===== src/rtl/flag_pkg.sv =====
package flag_pkg;
  localparam int FLAG_W = 8;
  localparam int BIT_GIE   = 0;
  localparam int BIT_ZERO  = 1;
  localparam int BIT_CARRY = 2;
  localparam int BIT_EXT   = 4;
  localparam int MODE_LO   = 6;
  localparam logic [FLAG_W-1:0] LIVE_MASK = 8'hD7;

  typedef enum logic [1:0] {
    FOP_AND  = 2'b00,
    FOP_OR   = 2'b01,
    FOP_XOR  = 2'b10,
    FOP_NONE = 2'b11
  } fop_e;

  typedef enum logic [1:0] {
    PG_ZERO    = 2'b00,
    PG_STK_IDX = 2'b01,
    PG_CUR_IDX = 2'b10,
    PG_CUR_STK = 2'b11
  } pgmode_e;
endpackage


===== src/rtl/status_core.sv =====
module status_core
  import flag_pkg::*;
(
  input  logic              clk,
  input  logic              rst,
  input  logic              alu_upd,
  input  logic              alu_carry,
  input  logic              alu_zero,
  input  logic              fop_valid,
  input  logic [1:0]        fop_kind,
  input  logic [FLAG_W-1:0] fop_imm,
  input  logic              irq_enter,
  input  logic              rti_load,
  input  logic [FLAG_W-1:0] rti_image,
  output logic [FLAG_W-1:0] flags
);
  logic [FLAG_W-1:0] nxt;

  always_comb begin
    nxt = flags;
    if (irq_enter) begin
      nxt = '0;
    end else if (rti_load) begin
      nxt = rti_image;
    end else if (fop_valid) begin
      case (fop_e'(fop_kind))
        FOP_AND: nxt = flags & fop_imm;
        FOP_OR:  nxt = flags | fop_imm;
        FOP_XOR: nxt = flags ^ fop_imm;
        default: nxt = flags;
      endcase
    end else if (alu_upd) begin
      nxt[BIT_CARRY] = alu_carry;
      nxt[BIT_ZERO]  = alu_zero;
    end
  end

  always_ff @(posedge clk) begin
    if (rst) flags <= '0;
    else     flags <= nxt & LIVE_MASK;
  end

  p_reset_r1: assert property (@(posedge clk) rst |=> flags == '0);
  p_resv_zero_r4: assert property (@(posedge clk) disable iff (rst)
    (flags[5] == 1'b0) && (flags[3] == 1'b0));
  p_irq_clear_r9: assert property (@(posedge clk) disable iff (rst)
    irq_enter |=> flags == '0);
  p_rti_load_r11: assert property (@(posedge clk) disable iff (rst)
    (rti_load && !irq_enter) |=> flags == ($past(rti_image) & LIVE_MASK));
  p_alu_r2: assert property (@(posedge clk) disable iff (rst)
    (alu_upd && !fop_valid && !irq_enter && !rti_load) |=>
      (flags[BIT_CARRY] == $past(alu_carry)) && (flags[BIT_ZERO] == $past(alu_zero)));
  p_fop_wins_r10: assert property (@(posedge clk) disable iff (rst)
    (fop_valid && fop_kind == 2'b01 && alu_upd && !irq_enter && !rti_load) |=>
      flags == (($past(flags) | $past(fop_imm)) & LIVE_MASK));
  p_idle_hold_r3: assert property (@(posedge clk) disable iff (rst)
    (!alu_upd && !fop_valid && !irq_enter && !rti_load) |=> $stable(flags));
endmodule


===== src/rtl/page_resolver.sv =====
module page_resolver
  import flag_pkg::*;
#(
  parameter int PAGE_W = 3
) (
  input  logic              clk,
  input  logic              rst,
  input  logic [1:0]        mode,
  input  logic [PAGE_W-1:0] cur_pg,
  input  logic [PAGE_W-1:0] idx_pg,
  input  logic [PAGE_W-1:0] stk_pg,
  output logic [PAGE_W-1:0] direct_page,
  output logic [PAGE_W-1:0] indexed_page
);
  always_comb begin
    case (pgmode_e'(mode))
      PG_ZERO:    begin direct_page = '0;     indexed_page = '0;     end
      PG_STK_IDX: begin direct_page = '0;     indexed_page = stk_pg; end
      PG_CUR_IDX: begin direct_page = cur_pg; indexed_page = idx_pg; end
      default:    begin direct_page = cur_pg; indexed_page = stk_pg; end
    endcase
  end

  p_mode0_r5: assert property (@(posedge clk) disable iff (rst)
    mode == 2'b00 |-> (direct_page == '0 && indexed_page == '0));
  p_mode1_r6: assert property (@(posedge clk) disable iff (rst)
    mode == 2'b01 |-> (direct_page == '0 && indexed_page == stk_pg));
  p_mode2_r7: assert property (@(posedge clk) disable iff (rst)
    mode == 2'b10 |-> (direct_page == cur_pg && indexed_page == idx_pg));
  p_mode3_r8: assert property (@(posedge clk) disable iff (rst)
    mode == 2'b11 |-> (direct_page == cur_pg && indexed_page == stk_pg));
endmodule


===== src/rtl/cpu_status_unit.sv =====
module cpu_status_unit
  import flag_pkg::*;
#(
  parameter int PAGE_W = 3
) (
  input  logic              clk,
  input  logic              rst,
  input  logic              alu_upd,
  input  logic              alu_carry,
  input  logic              alu_zero,
  input  logic              fop_valid,
  input  logic [1:0]        fop_kind,
  input  logic [7:0]        fop_imm,
  input  logic              irq_enter,
  input  logic              rti_load,
  input  logic [7:0]        rti_image,
  input  logic [PAGE_W-1:0] cur_pg,
  input  logic [PAGE_W-1:0] idx_pg,
  input  logic [PAGE_W-1:0] stk_pg,
  output logic [7:0]        flags_q,
  output logic              carry_o,
  output logic              zero_o,
  output logic              irq_enabled_o,
  output logic              ext_space_o,
  output logic [PAGE_W-1:0] direct_page,
  output logic [PAGE_W-1:0] indexed_page
);
  logic [FLAG_W-1:0] flags;

  status_core u_core (
    .clk(clk), .rst(rst),
    .alu_upd(alu_upd), .alu_carry(alu_carry), .alu_zero(alu_zero),
    .fop_valid(fop_valid), .fop_kind(fop_kind), .fop_imm(fop_imm),
    .irq_enter(irq_enter), .rti_load(rti_load), .rti_image(rti_image),
    .flags(flags)
  );

  page_resolver #(.PAGE_W(PAGE_W)) u_pages (
    .clk(clk), .rst(rst),
    .mode(flags[MODE_LO+1:MODE_LO]),
    .cur_pg(cur_pg), .idx_pg(idx_pg), .stk_pg(stk_pg),
    .direct_page(direct_page), .indexed_page(indexed_page)
  );

  assign flags_q       = flags;
  assign carry_o       = flags[BIT_CARRY];
  assign zero_o        = flags[BIT_ZERO];
  assign irq_enabled_o = flags[BIT_GIE];
  assign ext_space_o   = flags[BIT_EXT];
endmodule


===== config.mk =====
export PLATFORM = sky130hd
export DESIGN_NAME = cpu_status_unit
export DESIGN_NICKNAME = d
export VERILOG_FILES = /design/src/rtl/flag_pkg.sv /design/src/rtl/status_core.sv /design/src/rtl/page_resolver.sv /design/src/rtl/cpu_status_unit.sv
export SDC_FILE = /design/constraint.sdc
export NUM_CORES = 1
export LEC_CHECK = 0
export ABC_AREA = 1
export BUFFER_PORTS_ARGS = -buffer_cell sky130_fd_sc_hd__clkbuf_2
export CAP_MARGIN = 10
export CELL_PAD_IN_SITES_DETAIL_PLACEMENT = 2
export CELL_PAD_IN_SITES_GLOBAL_PLACEMENT = 2
export CORE_ASPECT_RATIO = 0.8
export CORE_MARGIN = 1.5
export CORE_UTILIZATION = 20
export DETAILED_ROUTE_END_ITERATION = 16
export PLACE_DENSITY = 0.84
export SYNTH_ARGS = -nofsm -noshare
export SYNTH_HDL_FRONTEND = slang
export SYNTH_SLANG_ARGS = --single-unit

===== constraint.sdc =====
create_clock -name clk -period 1.53 [get_ports clk]
set_clock_uncertainty 0.05 [all_clocks]
set_input_delay 0.306 -clock clk [delete_from_list [all_inputs] [get_ports clk]]
set_output_delay 0.306 -clock clk [all_outputs]
set_load 0.01 [all_outputs]

## Yosys cells after proc, flatten, opt, wreduce, memory -nomap -nowiden

Index checks and enable logic that the tools add are counted.

- Register bits: 8
- Input bits: 35
- Output and inout port bits: 18

- Equality and inequality tests: 5
- Multiplexer cells: 8
- Bitwise gates (word level): 3
- Reduce and logical (&&, ||, !) cells: 9

Operators by type and width:

| operator | count |
|---|---|
| case mux 8 bit (3 select lines) | 1 |
| AND 8 bit | 1 |
| two-way mux 8 bit | 1 |
| bitwise OR 8 bit | 1 |
| XOR 8 bit | 1 |
| case mux 3 bit (2 select lines) | 1 |
| two-way mux 5 bit | 1 |
| inequality test 5 x 1 -> 1 bit (second input constant) | 1 |
| == test 2 x 1 -> 1 bit (second input constant) | 2 |
| == test 2 bit (second input constant) | 2 |
| zero test 2 bit | 2 |
| two-way mux 2 bit | 2 |
| AND reduction 2 bit | 2 |
| nonzero test 4 bit | 1 |
| OR reduction 2 bit | 2 |
| two-way mux 3 bit | 1 |
| nonzero test 3 bit | 1 |
| nonzero test 2 bit | 1 |
| two-way mux 1 bit | 1 |

## Longest topological paths before layout

- Word-level depth: 4
- Gate-level depth with buffers: 9

## Cells and area by module

From an unflattened synthesis, not the netlist that was laid out.

- Cells, all modules: 150
- Area, all modules: 873.3 um^2

Modules (own cells, without submodules):

| module | instances | cells each | area each (um^2) | seq. area each (um^2) |
|---|---|---|---|---|
| status_core | 1 | 130 | 779.5 | 120.1 |
| page_resolver | 1 | 16 | 63.8 | 0.0 |
| cpu_status_unit | 1 | 4 | 30.0 | 0.0 |

## Worst setup path after synthesis

OpenSTA, ideal clock, no wires.

- Path kind: reg2reg
- Start: reg u_core.flags[7]
- End: reg u_core.flags[7]
- Library setup time: 0.114 ns
- Arrival time: 1.113 ns
- Required time: 1.366 ns
- Path slack: 0.254 ns
- Cell stages (with the launch flop): 7
- Cell sequence: dfxtp_1 -> inv_1 -> ha_1 -> nand2_1 -> nand3_1 -> a21oi_1 -> nor2_1

- Word-level cells in the longest chain between the ends: 4
- Elaborated cells on any way between the ends: 6
- Those cells by class: mux (3); bitwise (3)

RTL lines:

| what | line | RTL |
|---|---|---|
| from (decl) | status_core.sv:15 | `output logic [FLAG_W-1:0] flags` |
| from (signal assigned) | status_core.sv:40 | `else flags <= nxt & LIVE_MASK;` |
| XOR 8 bit, or another cell as far along | status_core.sv:29 | `FOP_XOR: nxt = flags ^ fop_imm;` |
| case mux 8 bit (3 select lines) (*) | status_core.sv:26 | `case (fop_e'(fop_kind))` |
| two-way mux 5 bit (*) | status_core.sv:25 | `end else if (fop_valid) begin` |
| two-way mux 8 bit (*) | status_core.sv:23 | `end else if (rti_load) begin` |

Mark *: on every way between the ends. The rest lies on a longest branch, timed or not. The select of a mux whose other input is x is not followed.
A chain may end at the register's enable or synchronous reset.

## Final worst setup path

- Start: reg u_core.flags[7]
- End: out indexed_page[2]

- Word-level cells in the longest chain between the ends: 2
- Elaborated cells on any way between the ends: 3
- Those cells by class: eq/ne (1); mux (1); reduce/logical (1)

RTL lines:

| what | line | RTL |
|---|---|---|
| == test 2 bit or zero test 2 bit (tied branches) | page_resolver.sv:16 | `case (pgmode_e'(mode))` |
| case mux 3 bit (2 select lines) (*) | page_resolver.sv:16 |  |
| to (decl) | cpu_status_unit.sv:26 | `output logic [PAGE_W-1:0] indexed_page` |

Mark *: on every way between the ends. The rest lies on a longest branch, timed or not.

==> flow_summary.json <==
{
  "die_y_um": 62.6,
  "arrival_ps": 990,
  "cts_sinks": 6,
  "crit_path_start_kind": "register",
  "r2r_slack_ps": 230,
  "crit_required_ps": 1170,
  "worstRegToRegCells": 8,
  "place_congestion": 0.706,
  "final_cell_mix": "nand2_1, clkbuf_2, inv_1, ha_1, nand3_1",
  "regToRegStartpoint": "u_core.flags[1]",
  "synth_top_area_cell": "ha_1",
  "seqCellArea_um2": 120,
  "netlist_top_cells_area": "ha_1, nand2_1, dfxtp_1, inv_1, nand3_1",
  "setup_viol": 0,
  "dp.cells": 246,
  "power_leakage_nw": 0.746,
  "p_switching_uw": 225,
  "reg_top3": "u_core.flags x6",
  "maxCapViolations": 0,
  "synth-simple-area-share_pct": 41.9,
  "final_common_cell": "nand2_1",
  "vias": 1012,
  "die-area_um2": 4850,
  "num_rows": 21,
  "n_fill_cell": 536,
  "critPathSlowestCell": "dfxtp_1",
  "synth_cell_types": 17,
  "ant_nets": 0,
  "routedWlPerCell_um": 11.1,
  "hp-class": "input pin to register",
  "critical_path_class": "register to output port",
  "cts-root-buf": "clkbuf_8",
  "power_uw": 664,
  "status": "finished, final reports clean",
  "grt_max_degree": 11,
  "ir_drop_mv": 0.154,
  "syn2layout_area_growth_pct": 36.1,
  "initial_core_util_pct": 21.0,
  "antenna_found_initial": 0,
  "comb_power_share_pct": 36.9,
  "power_frac_clock_pct": 37.0,
  "layoutNonFillerInstCount": 249,
  "p_per_area_nw_per_um2": 550,
  "use_met1_pct": 15.7,
  "slowest_delay_ps": 330,
  "min_from": "rti_image[4]",
  "cp.depth": 4,
  "top_register": "u_core.flags",
  "grtUsageTotal_pct": 12.5,
  "p_int_uw": 439,
  "die_w_um": 77.5,
  "hold_buffers": 0,
  "yosysWarnings": 0,
  "coreArea_um2": 4230,
  "viasPerCell": 4.06,
  "rr_endpoint": "u_core.flags[1]",
  "clkSlewWorstSetupHoldPaths_ps": 40,
  "synth_xor_xnor_area_share_pct": 0,
  "multi_input_area_um2": 617,
  "use_met2_pct": 21.6,
  "synthMuxAreaShare_pct": 0,
  "drive_above_1_share_pct": 33.3,
  "drt-total-wl_um": 2770,
  "syn_area_um2": 887,
  "slew_violations": 0,
  "largest_register_ffs": 6,
  "dp_hpwl_um": 2350,
  "min_period_ps": 1350,
  "cts_setup_buffers": 0,
  "use_met3_pct": 1.46,
  "overflow": 0,
  "crit_family": "flip-flops",
  "cts_made_buffers": 3,
  "dr.pass1.iters": 2,
  "synth_compound_area_share_pct": 4.23,
  "cts_max_path_buffers": 2,
  "drc": 0,
  "hold_viol": 0,
  "cp_num_buf_inv": 2,
  "synth_top_family_by_area": "simple AND/OR/NAND/NOR gates",
  "cts.repair.resized": 0,
  "synthAdderAreaFrac_pct": 22.6,
  "io-pin-count": 53,
  "fmaxAchievable_ghz": 0.742,
  "grt_pass1_vias": 1080,
  "end_kind": "output port",
  "ys_ff_latch": 6,
  "netSwitchingFraction_pct": 33.8,
  "grt_pass1_wl_um": 4830,
  "avgSynthCellArea_um2": 6.12,
  "rsz0062_at_grt": "false",
  "cts_tree": "yes",
  "synth.top_cell.area_share_pct": 22.6,
  "crit_fanout": 8,
  "portBuffers": 46,
  "busiest_layer": "met2",
  "whs_endpoint": "u_core.flags[4]",
  "crit_chain": "buf_4 > nand3_1 > nand2_1 > clkbuf_2",
  "hold_depth": 5,
  "yosysSeqAreaShare_pct": 13.5,
  "htreeDepth": 1,
  "period_share_pct": 88.1,
  "seqPwrFrac_pct": 26.1,
  "insertion_delay_ps": 230,
  "synthCells": 145,
  "drt_iter0_drc": 12,
  "n_antenna_cell": 0,
  "final_nets": 245
}
layout make-up:
cell class	instances	area share [%]
inverters	26	8.08
repair buffers	50	21.6
flip-flops and latches	6	9.95
clock buffers	3	3.42
multi-input cells	107	51.1
well taps	57	5.91
per-layer routing:
| metal | share of wire, % | up-vias |
|---|---|---|
| met3 | 3.0 | 2 |
| li1 | - | 521 |
| met2 | 49 | 17 |
| met1 | 47 | 472 |
| met5 | 0 | - |
| met4 | 0.98 | 0 |
cells in the mapped netlist:
cell type  count
buf_4          6
dfxtp_1        6
inv_1         25
nand2_1       50
nand3_1       12
ha_1          16
nand2_4        2
conb_1         1
nand2_2        2
inv_2          1
o21a_1         1
nor2_2         5
nor3_4         1
buf_6          1
a21oi_1        3
a21boi_0       2
nor2_1        11
worst min-delay path, delay by kind of cell:
family,cells,cell delay [ps]
AO/OA/AOI/OAI,1,40
buffers and inverters,1,80
AND/OR/NAND/NOR,3,180
cell families after synthesis:
group,Yosys count
other cells,1
fa+ha+maj,16
simple gates,83
buf+inv,33
compound gates,6
flops,6
power groups by stage:
stage,Sequential [mW],Clock (mW),Combinational (mW)
after global routing,0.175,0.268,0.284
after detailed placement,0.176,0,0.249
after global placement,0.176,0,0.239
after CTS,0.174,0.255,0.252
final,0.173,0.246,0.245
after floorplan,0.182,0,0.149
stage by stage:
stage	TNS [ps]	area, µm²	hold slack, ps	setup WS [ps]	util (%)
2_1_floorplan	0	891	463	254	-
3_3_place_gp	0	1170	489	65.1	27.6
3_5_place_dp	-23.7	1170	523	-23.7	27.6
4_1_cts	0	1210	374	167	28.5
5_1_grt	0	1210	408	77.6	28.5
6_report	0	1210	373	182	28.5
how the worst max path moves through the flow:
stage,from,to
detailed placement,fop_kind[0],u_core.flags[7]
global placement,fop_kind[0],u_core.flags[6]
finish,u_core.flags[7],indexed_page[2]
global route,u_core.flags[7],indexed_page[1]
floorplan,u_core.flags[7],u_core.flags[7]
CTS,u_core.flags[7],indexed_page[2]
Note: power is estimated with default switching activity, not from simulation.
